File: src/rtl/pixlane_serializer.sv
module pixlane_serializer #(
  parameter int LANES = 10
) (
  input  logic                 bit_clk,
  input  logic                 rst_n,
  input  logic                 load,
  input  logic [LANES*7-1:0]   word_in,
  output logic [LANES-1:0]     lane_out,
  output logic                 clk_lane
);
  localparam int SLOTS = 7;
  localparam int WW = LANES * SLOTS;
  localparam logic [2:0] LAST = 3'(SLOTS - 1);
  localparam logic [6:0] CLK_PAT = 7'b1100011;

  logic [2:0]    phase;
  logic [WW-1:0] held;

  function automatic logic [2:0] slot_bit(input logic [2:0] s);
    logic [3:0] t;
    t = (s < 3'd2) ? (4'd1 - {1'b0, s}) : (4'd8 - {1'b0, s});
    return t[2:0];
  endfunction

  function automatic logic [LANES-1:0] pick(input logic [WW-1:0] w, input logic [2:0] s);
    logic [LANES-1:0] r;
    for (int l = 0; l < LANES; l++) r[l] = w[l*SLOTS + int'(slot_bit(s))];
    return r;
  endfunction

  wire             take      = load && (phase == LAST);
  wire [2:0]       nxt_phase = (phase == LAST) ? 3'd0 : phase + 3'd1;
  wire [WW-1:0]    nxt_word  = take ? word_in : held;

  always_ff @(posedge bit_clk) begin
    if (!rst_n) begin
      phase    <= '0;
      held     <= '0;
      lane_out <= '0;
      clk_lane <= 1'b0;
    end else begin
      phase    <= nxt_phase;
      if (take) held <= word_in;
      lane_out <= pick(nxt_word, nxt_phase);
      clk_lane <= CLK_PAT[nxt_phase];
    end
  end

  a_r2_phase_step: assert property (@(posedge bit_clk) disable iff (!rst_n)
    (phase != LAST) |=> (phase == $past(phase) + 3'd1));
  a_r2_phase_wrap: assert property (@(posedge bit_clk) disable iff (!rst_n)
    (phase == LAST) |=> (phase == 3'd0));
  a_r3_capture: assert property (@(posedge bit_clk) disable iff (!rst_n)
    take |=> (lane_out == pick($past(word_in), 3'd0)));
  a_r6_hold: assert property (@(posedge bit_clk) disable iff (!rst_n)
    !take |=> $stable(held));
  a_r4_slot_data: assert property (@(posedge bit_clk) disable iff (!rst_n)
    $past(rst_n) |-> (lane_out == pick(held, phase)));
  a_r5_clk_lane: assert property (@(posedge bit_clk) disable iff (!rst_n)
    $past(rst_n) |-> (clk_lane == CLK_PAT[phase]));
endmodule

File: config.mk
export PLATFORM = sky130hd
export DESIGN_NAME = pixlane_serializer
export DESIGN_NICKNAME = d
export VERILOG_FILES = /design/src/rtl/pixlane_serializer.sv
export SDC_FILE = /design/constraint.sdc
export NUM_CORES = 1
export LEC_CHECK = 0
export ABC_CLOCK_PERIOD_IN_PS = 5220
export BUFFER_PORTS_ARGS = -buffer_cell sky130_fd_sc_hd__clkbuf_2
export CELL_PAD_IN_SITES_DETAIL_PLACEMENT = 1
export CELL_PAD_IN_SITES_GLOBAL_PLACEMENT = 1
export CORE_MARGIN = 2
export CORE_UTILIZATION = 44
export CTS_CLUSTER_SIZE = 8
export DETAILED_ROUTE_END_ITERATION = 8
export PLACE_DENSITY_LB_ADDON = 0.3
export SLEW_MARGIN = 10
export SYNTH_ARGS = -nofsm -noshare
export SYNTH_HDL_FRONTEND = slang
export SYNTH_SLANG_ARGS = --single-unit
File: constraint.sdc
create_clock -name bit_clk -period 5.22 [get_ports bit_clk]
set_clock_uncertainty 0.2 [all_clocks]
set_input_delay 1.044 -clock bit_clk [delete_from_list [all_inputs] [get_ports bit_clk]]
set_output_delay 1.044 -clock bit_clk [all_outputs]
set_load 0.03 [all_outputs]
## Yosys cells after proc, flatten, opt, wreduce, memory -nomap -nowiden

Memory sizes are Yosys's and may differ from the RTL's. A register that Yosys moved wholly into a read port is not among the register bits.
Index checks and enable logic that the tools add are counted.

| cells by class | value |
|---|---|
| equality and inequality tests | 1 |
| multiplexer cells | 32 |
| add/sub/neg operators | 12 |
| $lt $le $gt $ge | 11 |
| reduce and logical (&&, ||, !) cells | 2 |

Operators with widths:

| operator | count |
|---|---|
| $mux W70 | 1 |
| $bmux W1 S7 | 9 |
| $lt A7 B8 Y1 const B | 5 |
| $add A6 B3 Y7 const A | 5 |
| $mux W1 | 19 |
| $lt A6 B8 Y1 const B | 2 |
| $add A5 B3 Y6 const A | 2 |
| $lt A3 B8 Y1 const B | 1 |
| $lt A4 B8 Y1 const B | 1 |
| $lt A5 B8 Y1 const B | 1 |
| $mux W3 | 2 |
| $sub A1 B3 Y3 const A | 2 |
| $add A4 B3 Y5 const A | 1 |
| $add A3 B3 Y4 const A | 1 |
| $add A3 B1 Y3 const B | 1 |
| $bmux W1 S3 | 1 |
| $eq A3 B3 Y1 const B | 1 |
| $lt A3 B2 Y1 const B | 1 |
| $logic_and A1 B1 Y1 | 1 |
| $logic_not A1 Y1 | 1 |

| word-level totals | value |
|---|---|
| bits in read-only memories | 8 |
| output and inout port bits | 11 |
| memories kept | 1 |
| flip-flop bits (word level) | 83 |
| word-level logic and storage cells | 62 |

Memories:

| memory | depth | width | rd ports | clocked after memory_dff | wr ports | line | RTL |
|---|---|---|---|---|---|---|---|
| (name not given) | 8 | 1 | 1 | 1 | 0 | 45 | `clk_lane <= CLK_PAT[nxt_phase];` |

## Logic depth before layout (Yosys ltp)

Gate-level depths: netlist (run 1).

| depth | value |
|---|---|
| word-level depth | 8 |
| mapped depth | 18 |
| depth with buffers taken out | 15 |

## Least setup slack after synthesis (run 1)

Ideal clock, no wire load.

| timing path | value |
|---|---|
| path type | flip-flop to flip-flop |
| start | register phase[1] |
| end | register lane_out[5] |
| stages on the path, launching flop included | 19 |
| buffers on the path | 3 |
| library setup time | 0.065 ns |
| arrival time | 3.741 ns |
| setup slack | 1.214 ns |
| path through | dfxtp_1 -> inv_1 -> nor3_1 -> a21oi_1 -> ha_1 -> inv_1 -> xnor2_2 -> inv_2 -> buf_2 -> clkbuf_1 -> ha_1 -> ha_1 -> clkbuf_1 -> inv_1 -> mux4_1 -> nor2b_1 -> a211oi_1 -> a21oi_1 -> nor2b_1 |

| on the way | value |
|---|---|
| longest elaborated chain between the ends | 8 |
| elaborated cells on any way between the ends | 13 |
| those cells by class | add/sub: 4; order compare: 1; eq/ne: 1; mux: 6; reduce/logical: 1 |

Ends and longest elaborated chain:

| element | line | RTL |
|---|---|---|
| from (decl) | 16 | `logic [2:0] phase;` |
| from (signal assigned) | 42 | `phase <= nxt_phase;` |
| $add A3 B1 Y3 or $eq A3 B3 Y1 (tied branches) | 32, 31 |  |
| $mux W3 | 32 | `wire [2:0] nxt_phase = (phase == LAST) ? 3'd0 : phase + 3'd1;` |
| $sub A1 B3 Y3 or $lt A3 B2 Y1 (tied branches) | 21 | `t = (s < 3'd2) ? (4'd1 - {1'b0, s}) : (4'd8 - {1'b0, s});` |
| $mux W3 | 21 |  |
| $add A6 B3 Y7 | 27 | `for (int l = 0; l < LANES; l++) r[l] = w[l*SLOTS + int'(slot_bit(s))];` |
| $bmux W1 S7 (*) | 27 |  |
| $mux W1 (not written as such) (*) (2 in series) | 27 |  |
| to (signal assigned) | 44 | `lane_out <= pick(nxt_word, nxt_phase);` |
| to (decl) | 8 | `output logic [LANES-1:0] lane_out,` |

Every way passes the cells marked *; elsewhere a longest branch is shown, timed or not. The select of a mux whose other input is x is not followed.
A chain may end at the register's enable or synchronous reset.

## Worst setup path in the final report (run 1)

| timing path | value |
|---|---|
| start | register phase[1] |
| end | register lane_out[1] |

| on the way | value |
|---|---|
| longest elaborated chain between the ends | 8 |
| elaborated cells on any way between the ends | 13 |
| those cells by class | add/sub: 4; order compare: 1; eq/ne: 1; mux: 6; reduce/logical: 1 |

Ends and longest elaborated chain:

| element | line |
|---|---|
| $add A3 B1 Y3 or $eq A3 B3 Y1 (tied branches) | 32, 31 |
| $mux W3 | 32 |
| $sub A1 B3 Y3 or $lt A3 B2 Y1 (tied branches) | 21 |
| $mux W3 | 21 |
| $add A3 B3 Y4 | 27 |
| $bmux W1 S7 (*) | 27 |
| $mux W1 (not written as such) (*) (2 in series) | 27 |

Marked as above.

==> results.txt, run 1 <==
----------------------------------------------------
[Run status]
  Outcome ... finished clean

[Setup path]
  Worst Path Max Fanout ... 13
  CP endpoint kind ... register
  Required time at the endpoint of the critical path ... 5.30 ns
  Signal arrival time at the worst endpoint ... 4.39 ns
  Biggest cell delay along the critical path ... 0.67 ns
  Path type of the worst setup path ... register to register
  Combined buffer and inverter count along the critical path ... 2
  Startpoint of the worst setup timing path ... phase[1]
  Standard cell with the maximum stage delay on the critical path ... a21boi_2
  Crit path cell chain ... inv_1, nor3_1, a21oi_1, ha_1, inv_1, nor2_1, a31o_1, ha_1, a21boi_2, mux2i_1, mux4_2, nor3b_1, nor4_2
  Cell family with the largest share of critical-path delay ... compound AO/OA/AOI/OAI gates
  Reg2reg setup slack ... 0.90 ns
  Launch point of the worst reg-to-reg path ... phase[1]
  Element type at the critical path start ... register

[STA]
  Fraction of the cycle the final worst path needs ... 82.7%
  Worst slack on hold paths ... 0.315 ns
  Achievable frequency ... 0.232 GHz
  Minimum clock period after layout ... 4.32 ns
  Setup_tns ... 0 ns
  Final setup violation count ... 0
  Worst slew pin tran ... 1.07 ns
  Number of max-slew violations in the final report ... 0
  Worst slew margin relative to its limit ... 28.6%
  Post-route worst setup slack ... 0.903 ns
  RSZ-0062 raised after global routing ... no
  Final number of hold-violating endpoints ... 0

[Yosys]
  Warnings, synthesis ... 0
  Post-synthesis instance area ... 0.00467 mm²
  Synth area leader ... dfxtp_1
  Most instantiated flip-flop cell in the synthesis netlist ... dfxtp_1
  Mean area per synthesized cell ... 11.0 µm²
  Proportion of synthesized flip-flops having asynchronous set or reset ... 0%
  Number of distinct standard cells referenced by the synthesized netlist ... 49
  Share of the yosys chip area belonging to registers ... 36.0%
  Syn_nets ... 509
  Total of flip-flops plus latches after synthesis ... 84
  Top cell type's share of synthesized area ... 36.0%
  Number of cells produced by synthesis ... 426
  Post-synth EDFFs ... 0
  Top area cells in the synthesized netlist ... dfxtp_1 36%, mux2i_1 20%, mux4_2 12%

[Job]
  Max-cap violation count ... 0

[Global routing]
  Number of global-route vias before repair ... 3653
  Global-route usage over all layers ... 21.3%
  Largest net degree at the start of global routing ... 65
  Global route total overflow ... 0
  First-pass GRT wire length ... 18800 µm
  Initial antenna violation count ... 0

[Finish]
  Ratio of cells with drive above 1 in the final layout ... 28.8%
  Most common cell after layout, fill and taps aside ... mux2i_1
  NumNets Final ... 582
  Final instance area ... 0.00531 mm²
  Ant diodes ... 0
  Highest-count cells in the layout ignoring fill and taps ... 92 x mux2i_1, 84 x dfxtp_1, 83 x clkbuf_2, 73 x nor2b_1, 26 x nand2_1
  Total of fill cells in the finished design ... 1160
  Area added between synthesis and finish ... 13.8%

[Clocking]
  Number of hold-repair buffers added at the cts stage ... 0
  Num Clock Sinks ... 84
  Clock tree from TritonCTS ... built
  CTS Root Buffer Type ... clkbuf_8
  Number of buffers created by CTS ... 9
  Post-cts resize count ... 0
  Clk Latency, worst-skew pair ... 0.37 ns
  Maximum buffer depth of the clock tree ... 2
  Deepest level of the CTS H-tree ... 3
  Number of buffers added for setup after CTS ... 0
  Clock-pin slew of the registers on the worst-case setup and hold paths ... 0.08 ns

[Placement]
  Placed wire-length estimate ... 8460 µm
  Placer's final routability congestion estimate ... 0.758
  Pre-CTS worst setup slack ... 0.973 ns
  Placed cell area ... 0.00514 mm²
  Count of input and output buffers ... 83

[Die]
  Num rows ... 37
  Core Area ... 0.0103 mm²
  Area of the die ... 0.0114 mm²
  Starting density of the core ... 45.2%
  Vert. Die Dim ... 107 µm
  Floorplan die width ... 107 µm
  Num ports ... 84

[Worst hold path]
  Hold wc startpoint ... held[5]
  Hold Path Class ... register to register

[Route]
  First DRT Iteration DRCs ... 90
  Wire length after detailed routing ... 11600 µm
  Via count of the routed design ... 3496
  Total iterations of the first detailed-routing run ... 4
  Post-detailed-route DRC marker count ... 0
  Post-DR wirelength/cell ... 18.1 µm
  Via-per-instance ratio ... 5.46
  Antenna violation net count after detailed routing ... 0

[Pwr]
  Leak ... 2.47 nW
  Sum of internal, switching and leakage power ... 1.60 mW
  Peak VDD IR ... 156 µV
  Power density over cell area ... 301 mW/mm²

----------------------------------------------------
[cell usage after synthesis, types with 2 or more instances]
cell type  count
mux2i_1       92
dfxtp_1       84
nor2b_1       73
nand2_1       26
mux4_2        24
clkbuf_1      15
a21oi_1       10
ha_1          10
inv_1         10
nor2_1         7
a211oi_1       5
buf_2          5
buf_6          5
a31oi_1        3
and2_1         3
and3_1         3
mux4_1         3
nand3_1        3
nor3_1         3
nor3b_1        3
nor4_1         3
or3_1          3
a21boi_0       2
and2b_1        2
buf_4          2
buf_8          2
o21ai_0        2
o221ai_1       2
[cells by family (layout without fill, tap and decap cells)]
kind of cell | count (synthesis) | after routing | share of synthesized area (%)
AOI/OAI and AO/OA | 37 | 37 | 5.87
buffers and inverters | 40 | 118 | 4.80
adders and majority gates | 10 | 10 | 2.68
muxes | 121 | 121 | 33.6
DFF | 84 | 84 | 36.0
and+or+nand+nor | 132 | 132 | 16.1
xor gates and xnor gates | 2 | 2 | 0.938
[area by class of cell]
type / instances / area (µm²) / share of cell area [%]
tap: 136 / 170 / 3.20
timing repair buffer: 91 / 475 / 8.95
inverter: 11 / 41.3 / 0.777
clock buffer: 11 / 141 / 2.66
clock inverter: 5 / 27.5 / 0.518
sequential: 84 / 1680 / 31.6
multi-input combinational: 302 / 2780 / 52.2
[power by group]
group	internal, mW	leakage, nW	switching [mW]
Combinational	0.213	1.70	0.302
Clock	0.183	0.0889	0.236
Sequential	0.656	0.678	0.00809
Total	1.05	2.47	0.546
[worst register-to-register path, stage by stage, from the launching register on]
cell and delay (ns):
dfxtp_1 0.34, inv_1 0.13, nor3_1 0.07, a21oi_1 0.44, ha_1 0.33, inv_1 0.12, nor2_1 0.14, a31o_1 0.39
ha_1 0.33, a21boi_2 0.67, mux2i_1 0.16, mux4_2 0.52, nor3b_1 0.17, nor4_2 0.22
[flip-flops by register name, summed over array words and instances, names as in the netlist]
signal    flops
lane_out     10
held         70
phase         3
clk_lane      1
[worst paths after layout]
kind | end | cells after the start
hold / removal | held[5] | 2
hold reg to reg | held[5] | 2
setup reg to reg | lane_out[1] | 13
setup / recovery | lane_out[1] | 13
[metal layers]
layer	global-route usage, %	wire length [µm]
met1	26.9	5150
met2	36.4	5700
met3	3.40	512
met5	0	0
met4	7.98	242
[through the flow]
| stage | cells | utilization [%] |
|---|---|---|
| final | 640 | 51.5 |
| after global routing | 640 | 51.5 |
| after CTS | 640 | 51.5 |
| after detailed placement | 624 | 49.8 |
| after global placement | 624 | 49.8 |
| after floorplan | 426 | - |
No activity file was read; power rests on OpenSTA's default activity.
==> run 2: changes to the inputs <==
ABC_CLOCK_PERIOD_IN_PS = 3700   (was 5220)
CORE_UTILIZATION = 40   (was 44)
clock period = 3.7 ns   (was 5.22 ns; I/O delays follow)
==> run 2 against run 1 <==
Against the previous run:
- critical path depth did not move
- sequential power rose by 42%
- utilization fell by 2.4 points
- clock power rose by 120%
- worst hold slack improved by 0.0033 ns
- via count rose by 2.4%
- flip-flop and latch count did not move
- largest power group unchanged
- final cell count rose by 2.8%
- highest routed layer unchanged
- non-clock buffer count rose by 12
==> results.txt, run 2 (synthesized netlist as in run 1, its figures left out) <==
----------------------------------------------------
[Finish]
  Most common cell after layout, fill and taps aside ... mux2i_1
  Finished Layout Cells ... 658
  NumNets Final ... 594
  Total of fill cells in the finished design ... 1278
  Area added between synthesis and finish ... 20.1%
  Number of flip-flops under the largest register name ... 70
  Top flop regs ... held: 70 flops, lane_out: 10 flops, phase: 3 flops
  Ant diodes ... 0
  Final Util ... 49.1%
  Highest-count cells in the layout ignoring fill and taps ... 92 x mux2i_1, 83 x dfxtp_1, 83 x clkbuf_2, 73 x nor2b_1, 26 x nand2_1
  Register with the most flip-flops ... held
  Ratio of cells with drive above 1 in the final layout ... 31.5%

[STA]
  Final setup violation count ... 0
  Number of max-slew violations in the final report ... 0
  Achievable frequency ... 0.278 GHz
  Fraction of the cycle the final worst path needs ... 97.2%
  Post-route worst setup slack ... 0.105 ns
  Worst slack on hold paths ... 0.319 ns
  Minimum clock period after layout ... 3.60 ns
  Setup_tns ... 0 ns
  Worst slew pin tran ... 0.930 ns
  Worst slew margin relative to its limit ... 38.0%
  Final number of hold-violating endpoints ... 0

[Clocking]
  Clk Latency, worst-skew pair ... 0.35 ns
  Clock tree from TritonCTS ... built
  Maximum buffer depth of the clock tree ... 2
  Num Clock Sinks ... 84
  CTS Root Buffer Type ... clkbuf_16
  Clock-pin slew of the registers on the worst-case setup and hold paths ... 0.06 ns
  Number of buffers created by CTS ... 9
  Deepest level of the CTS H-tree ... 3
  Number of hold-repair buffers added at the cts stage ... 0

[Route]
  First DRT Iteration DRCs ... 175
  Via-per-instance ratio ... 5.44
  Post-DR wirelength/cell ... 18.8 µm
  Via count of the routed design ... 3581
  Wire length after detailed routing ... 12400 µm
  Post-detailed-route DRC marker count ... 0
  Total iterations of the first detailed-routing run ... 4
  Antenna violation net count after detailed routing ... 0

[Die]
  Starting density of the core ... 40.9%
  Core Area ... 0.0114 mm²
  Vert. Die Dim ... 112 µm
  Area of the die ... 0.0126 mm²
  Num rows ... 39
  Num ports ... 84
  Floorplan die width ... 112 µm

[Pwr]
  Pint ... 1.84 mW
  Switching power ... 0.803 mW
  Clock group share of total power ... 35.1%
  Power density over cell area ... 472 mW/mm²
  Leak ... 2.60 nW
  Peak VDD IR ... 283 µV
  Fraction of power consumed by combinational cells ... 29.3%
  Power share of the sequential group ... 35.6%
  Switching part of the total ... 30.3%

[Setup path]
  Signal arrival time at the worst endpoint ... 3.66 ns
  Path type of the worst setup path ... register to register
  Element type at the critical path start ... register
  Required time at the endpoint of the critical path ... 3.76 ns
  CP endpoint kind ... register
  Worst Path Max Fanout ... 13

[Global routing]
  Global-route usage over all layers ... 20.6%
  Number of global-route vias before repair ... 3847
  First-pass GRT wire length ... 20200 µm
  Largest net degree at the start of global routing ... 53
  Initial antenna violation count ... 0
  Global route total overflow ... 0

[Placement]
  Count of input and output buffers ... 83
  Placed wire-length estimate ... 9170 µm
  Placer's final routability congestion estimate ... 0.830
  Dpl cells ... 642
  Pre-CTS worst setup slack ... 0.0952 ns

[Job]
  Max-cap violation count ... 0

[Worst hold path]
  Hold Path Class ... register to register

[Run status]
  Outcome ... finished clean

----------------------------------------------------
run 2: cell count changes in the layout (fill, tap and decap cells not counted), moves of 2 or more:
cell / change
clkinv_2: -4
clkbuf_8: -7
ha_2: +2
buf_4: +9
buf_12: +2
ha_1: -2
clkbuf_16: +9
run 2: worst max-delay path, stage by stage (launching register included):
cell and delay [ns]:
dfxtp_1 0.39, inv_1 0.14, nor3_2 0.19, a21oi_2 0.09, ha_1 0.20, or3_1 0.37, a31o_1 0.27, ha_1 0.25
a21boi_2 0.17, buf_4 0.20, mux2i_1 0.14, mux4_2 0.49, nor3b_1 0.17, nor4_2 0.22
run 2: stage by stage:
step	total power, mW	cell area (µm²)
after floorplan	1.50	4690
after global placement	1.71	5280
after detailed placement	1.73	5280
after CTS	2.67	5580
after global routing	2.77	5610
final	2.65	5610
run 2: layout make-up:
cell class	count	area, µm²	share of cell area [%]
inverter	11	41.3	0.737
multi-input combinational	302	2800	50.0
timing repair buffer	103	594	10.6
clock inverter	1	30.0	0.536
sequential	84	1680	30.0
clock buffer	14	274	4.89
tap	143	179	3.19
run 2: metal layers:
layer  vias to the layer above  wire length, µm  global-route usage (%)
li1                       1701                -                       -
met1                      1786             5500                    25.6
met2                        81             6180                    35.4
met3                        13              531                    5.89
met4                         0              159                    5.45
met5                         -                0                       0
run 2: path summary, 6_finish.rpt:
path / from / to / slack, ns / depth (start not counted)
hold reg to reg: held[68] / held[68] / 0.32 / 2
hold / removal: held[68] / held[68] / 0.32 / 2
setup reg to reg: phase[1] / lane_out[1] / 0.10 / 13
setup / recovery: phase[1] / lane_out[1] / 0.10 / 13
run 2: power by group through the flow:
stage	Clock, mW	Sequential, mW	Combinational (mW)
after detailed placement	0	0.962	0.763
after CTS	0.957	0.942	0.767
after floorplan	0	0.991	0.512
after global routing	0.994	0.943	0.835
final	0.928	0.943	0.776
after global placement	0	0.961	0.746
run 2: timing repair:
action | in CTS | in global routing
buffers inserted | 0 | 1
endpoints found under the setup margin | 0 | 4
gates resized for setup | 0 | 6
==> run 3: changes to the inputs <==
ABC_AREA = 1   (was not set)
CORE_UTILIZATION = 35   (was 40)
==> run 3 against run 2 <==
Against the previous run:
- clock power shrank 4.4%
- cell area grew 0.89%
- setup slack gained 0.27 ns
- critical endpoint is now lane_out[9]
- synthesized cell count grew 85%
- die area grew 19%
==> results.txt, run 3 <==
----------------------------------------------------
[Run status]
  Outcome ... finished clean

[STA]
  Number of max-slew violations in the final report ... 0
  RSZ-0062 raised after global routing ... no
  Final setup violation count ... 0
  Post-route worst setup slack ... 0.370 ns
  Worst slew pin tran ... 0.656 ns
  Fraction of the cycle the final worst path needs ... 90.0%
  Worst slew margin relative to its limit ... 56.2%
  Minimum clock period after layout ... 3.33 ns
  Achievable frequency ... 0.300 GHz
  Final number of hold-violating endpoints ... 0
  Setup_tns ... 0 ns

[Die]
  Area of the die ... 0.0150 mm²
  Core Area ... 0.0138 mm²
  Vert. Die Dim ... 122 µm
  Starting density of the core ... 35.6%
  Floorplan die width ... 122 µm
  Num ports ... 84
  Num rows ... 43

[Clocking]
  Deepest level of the CTS H-tree ... 3
  Number of buffers added for setup after CTS ... 0
  Num Clock Sinks ... 84
  Post-cts resize count ... 0
  Clock tree from TritonCTS ... built
  Maximum buffer depth of the clock tree ... 2
  CTS Root Buffer Type ... clkbuf_16
  Number of hold-repair buffers added at the cts stage ... 0
  Number of buffers created by CTS ... 9
  Clk Latency, worst-skew pair ... 0.36 ns
  Clock-pin slew of the registers on the worst-case setup and hold paths ... 0.06 ns

[Setup path]
  Crit path cell chain ... nand2_1, nand2_1, nand2_1, ha_1, inv_2, nand3_1, nand2_1, inv_1, ha_1, inv_1, nand2_1, nor2_1, nor2_1, nand2_1, nand2_1, nand2_1, nor2_1
  Standard cell with the maximum stage delay on the critical path ... ha_1
  Required time at the endpoint of the critical path ... 3.79 ns
  Library cell appearing most often on the critical path ... nand2_1
  Path type of the worst setup path ... register to register
  Element type at the critical path start ... register
  Biggest cell delay along the critical path ... 0.52 ns
  CP endpoint kind ... register
  Signal arrival time at the worst endpoint ... 3.42 ns
  Worst Path Max Fanout ... 9

[Global routing]
  Initial antenna violation count ... 0
  Number of global-route vias before repair ... 5077
  Global-route usage over all layers ... 21.5%
  First-pass GRT wire length ... 25000 µm
  Largest net degree at the start of global routing ... 65
  Global route total overflow ... 0

[Pwr]
  Switching power ... 1.18 mW
  Clock group share of total power ... 29.4%
  Leak ... 2.99 nW
  Switching part of the total ... 39.1%
  Pint ... 1.83 mW
  Power density over cell area ... 533 mW/mm²
  Power share of the sequential group ... 32.6%
  Peak VDD IR ... 278 µV
  Fraction of power consumed by combinational cells ... 38.0%

[Route]
  Wire length after detailed routing ... 15300 µm
  Total iterations of the first detailed-routing run ... 4
  Antenna violation net count after detailed routing ... 0
  Via-per-instance ratio ... 4.96
  Post-DR wirelength/cell ... 14.9 µm
  Via count of the routed design ... 5104
  Post-detailed-route DRC marker count ... 0
  First DRT Iteration DRCs ... 231

[Placement]
  Pre-CTS worst setup slack ... 0.403 ns
  Count of input and output buffers ... 83
  Placer's final routability congestion estimate ... 0.891
  Dpl cells ... 1013
  Placed wire-length estimate ... 11000 µm

[Finish]
  Finished Layout Cells ... 1028
  Top flop regs ... held: 70 flops, lane_out: 10 flops, phase: 3 flops
  Register with the most flip-flops ... held
  Most common cell after layout, fill and taps aside ... nand2_1
  Combined area of the multi-input logic cells ... 0.00261 mm²
  Area added between synthesis and finish ... 15.5%
  Ratio of cells with drive above 1 in the final layout ... 15.2%
  Number of flip-flops under the largest register name ... 70
  Area taken by flip-flops and latches ... 0.00168 mm²
  Highest-count cells in the layout ignoring fill and taps ... 239 x nand2_1, 143 x nand3_1, 84 x dfxtp_1, 83 x clkbuf_2, 82 x inv_1
  Ant diodes ... 0
  Total of fill cells in the finished design ... 1894
  NumNets Final ... 927

[Yosys]
  Warnings, synthesis ... 0
  Top cell type's share of synthesized area ... 34.3%
  Leading cell types by count after synthesis ... 241 x nand2_1, 143 x nand3_1, 84 x dfxtp_1
  Number of cells produced by synthesis ... 786
  Post-synthesis instance area ... 0.00490 mm²
  Proportion of synthesized flip-flops having asynchronous set or reset ... 0%
  Total of flip-flops plus latches after synthesis ... 84
  Count leader, synth ... nand2_1
  Share of the yosys chip area belonging to registers ... 34.3%
  Most instantiated flip-flop cell in the synthesis netlist ... dfxtp_1
  Mean area per synthesized cell ... 6.23 µm²
  Syn_nets ... 869
  Top area cells in the synthesized netlist ... dfxtp_1 34%, nand2_1 18%, nand3_1 15%
  Synth area leader ... dfxtp_1
  Post-synth EDFFs ... 0
  Number of distinct standard cells referenced by the synthesized netlist ... 26

[Job]
  Max-cap violation count ... 0

[Worst hold path]
  Hold Path Class ... register to register

----------------------------------------------------
run 3: cell count changes in the layout (fill, tap and decap cells not counted), sizes merged, moves of 4 or more:
cell / delta
buf: -9
a21oi: +5
mux2i: -93
nand2: +221
nand3: +141
mux4: -27
o21ai: +52
nor2b: -73
nor4: -4
inv: +75
a211oi: -6
nand3b: +10
nor2: +72
run 3: layer usage:
metal,global-route usage (%),part of all wire [%]
met1,26.9,46
met2,37.1,49
met3,4.09,3.3
met4,7.26,2.1
met5,0,0
run 3: layout make-up:
class | instances | share of cell area (%)
clock buffers | 12 | 4.71
flip-flops and latches | 84 | 29.7
multi-input cells | 569 | 46.2
inverters | 86 | 5.75
well taps | 180 | 3.98
repair buffers | 94 | 9.25
clock inverters | 3 | 0.376
run 3: cells by family (layout without fill, tap and decap cells):
logic type	after synthesis	count (layout)	synth area share, %
and+or+nand+nor	485	485	42.6
adders and majority gates	10	10	2.55
buffers and inverters	133	195	12.4
AOI/OAI and AO/OA	74	74	8.05
DFF	84	84	34.3
run 3: metrics by stage:
stage	area (µm²)	util, %	hold slack, ns	power [mW]
after global routing	5660	41.1	0.338	3.22
after detailed placement	5370	39.0	0.288	2.15
after global placement	5370	39.0	0.261	2.13
final	5660	41.1	0.292	3.01
after CTS	5660	41.1	0.297	3.04
after floorplan	4900	-	0.251	1.81
run 3: path summary, 6_finish.rpt:
path / start / end / slack (ns) / cells after the start
worst max register to register: phase[1] / lane_out[9] / 0.37 / 17
worst min register to register: held[61] / held[61] / 0.29 / 2
worst max-delay path: phase[1] / lane_out[9] / 0.37 / 17
worst min-delay path: held[61] / held[61] / 0.29 / 2
run 3: power groups by stage:
stage / combinational, mW / clock, mW / sequential, mW
after global routing: 1.30 / 0.940 / 0.984
after detailed placement: 1.15 / 0 / 1.00
after global placement: 1.13 / 0 / 0.999
after floorplan: 0.730 / 0 / 1.07
final: 1.15 / 0.887 / 0.981
after CTS: 1.15 / 0.906 / 0.981
run 3: worst max-delay path, delay by kind of cell (launching register included):
family / cells / cell delay [ns]
fa+ha+maj: 2 / 0.83
simple gates: 12 / 1.25
buf+inv: 3 / 0.57
flops: 1 / 0.39
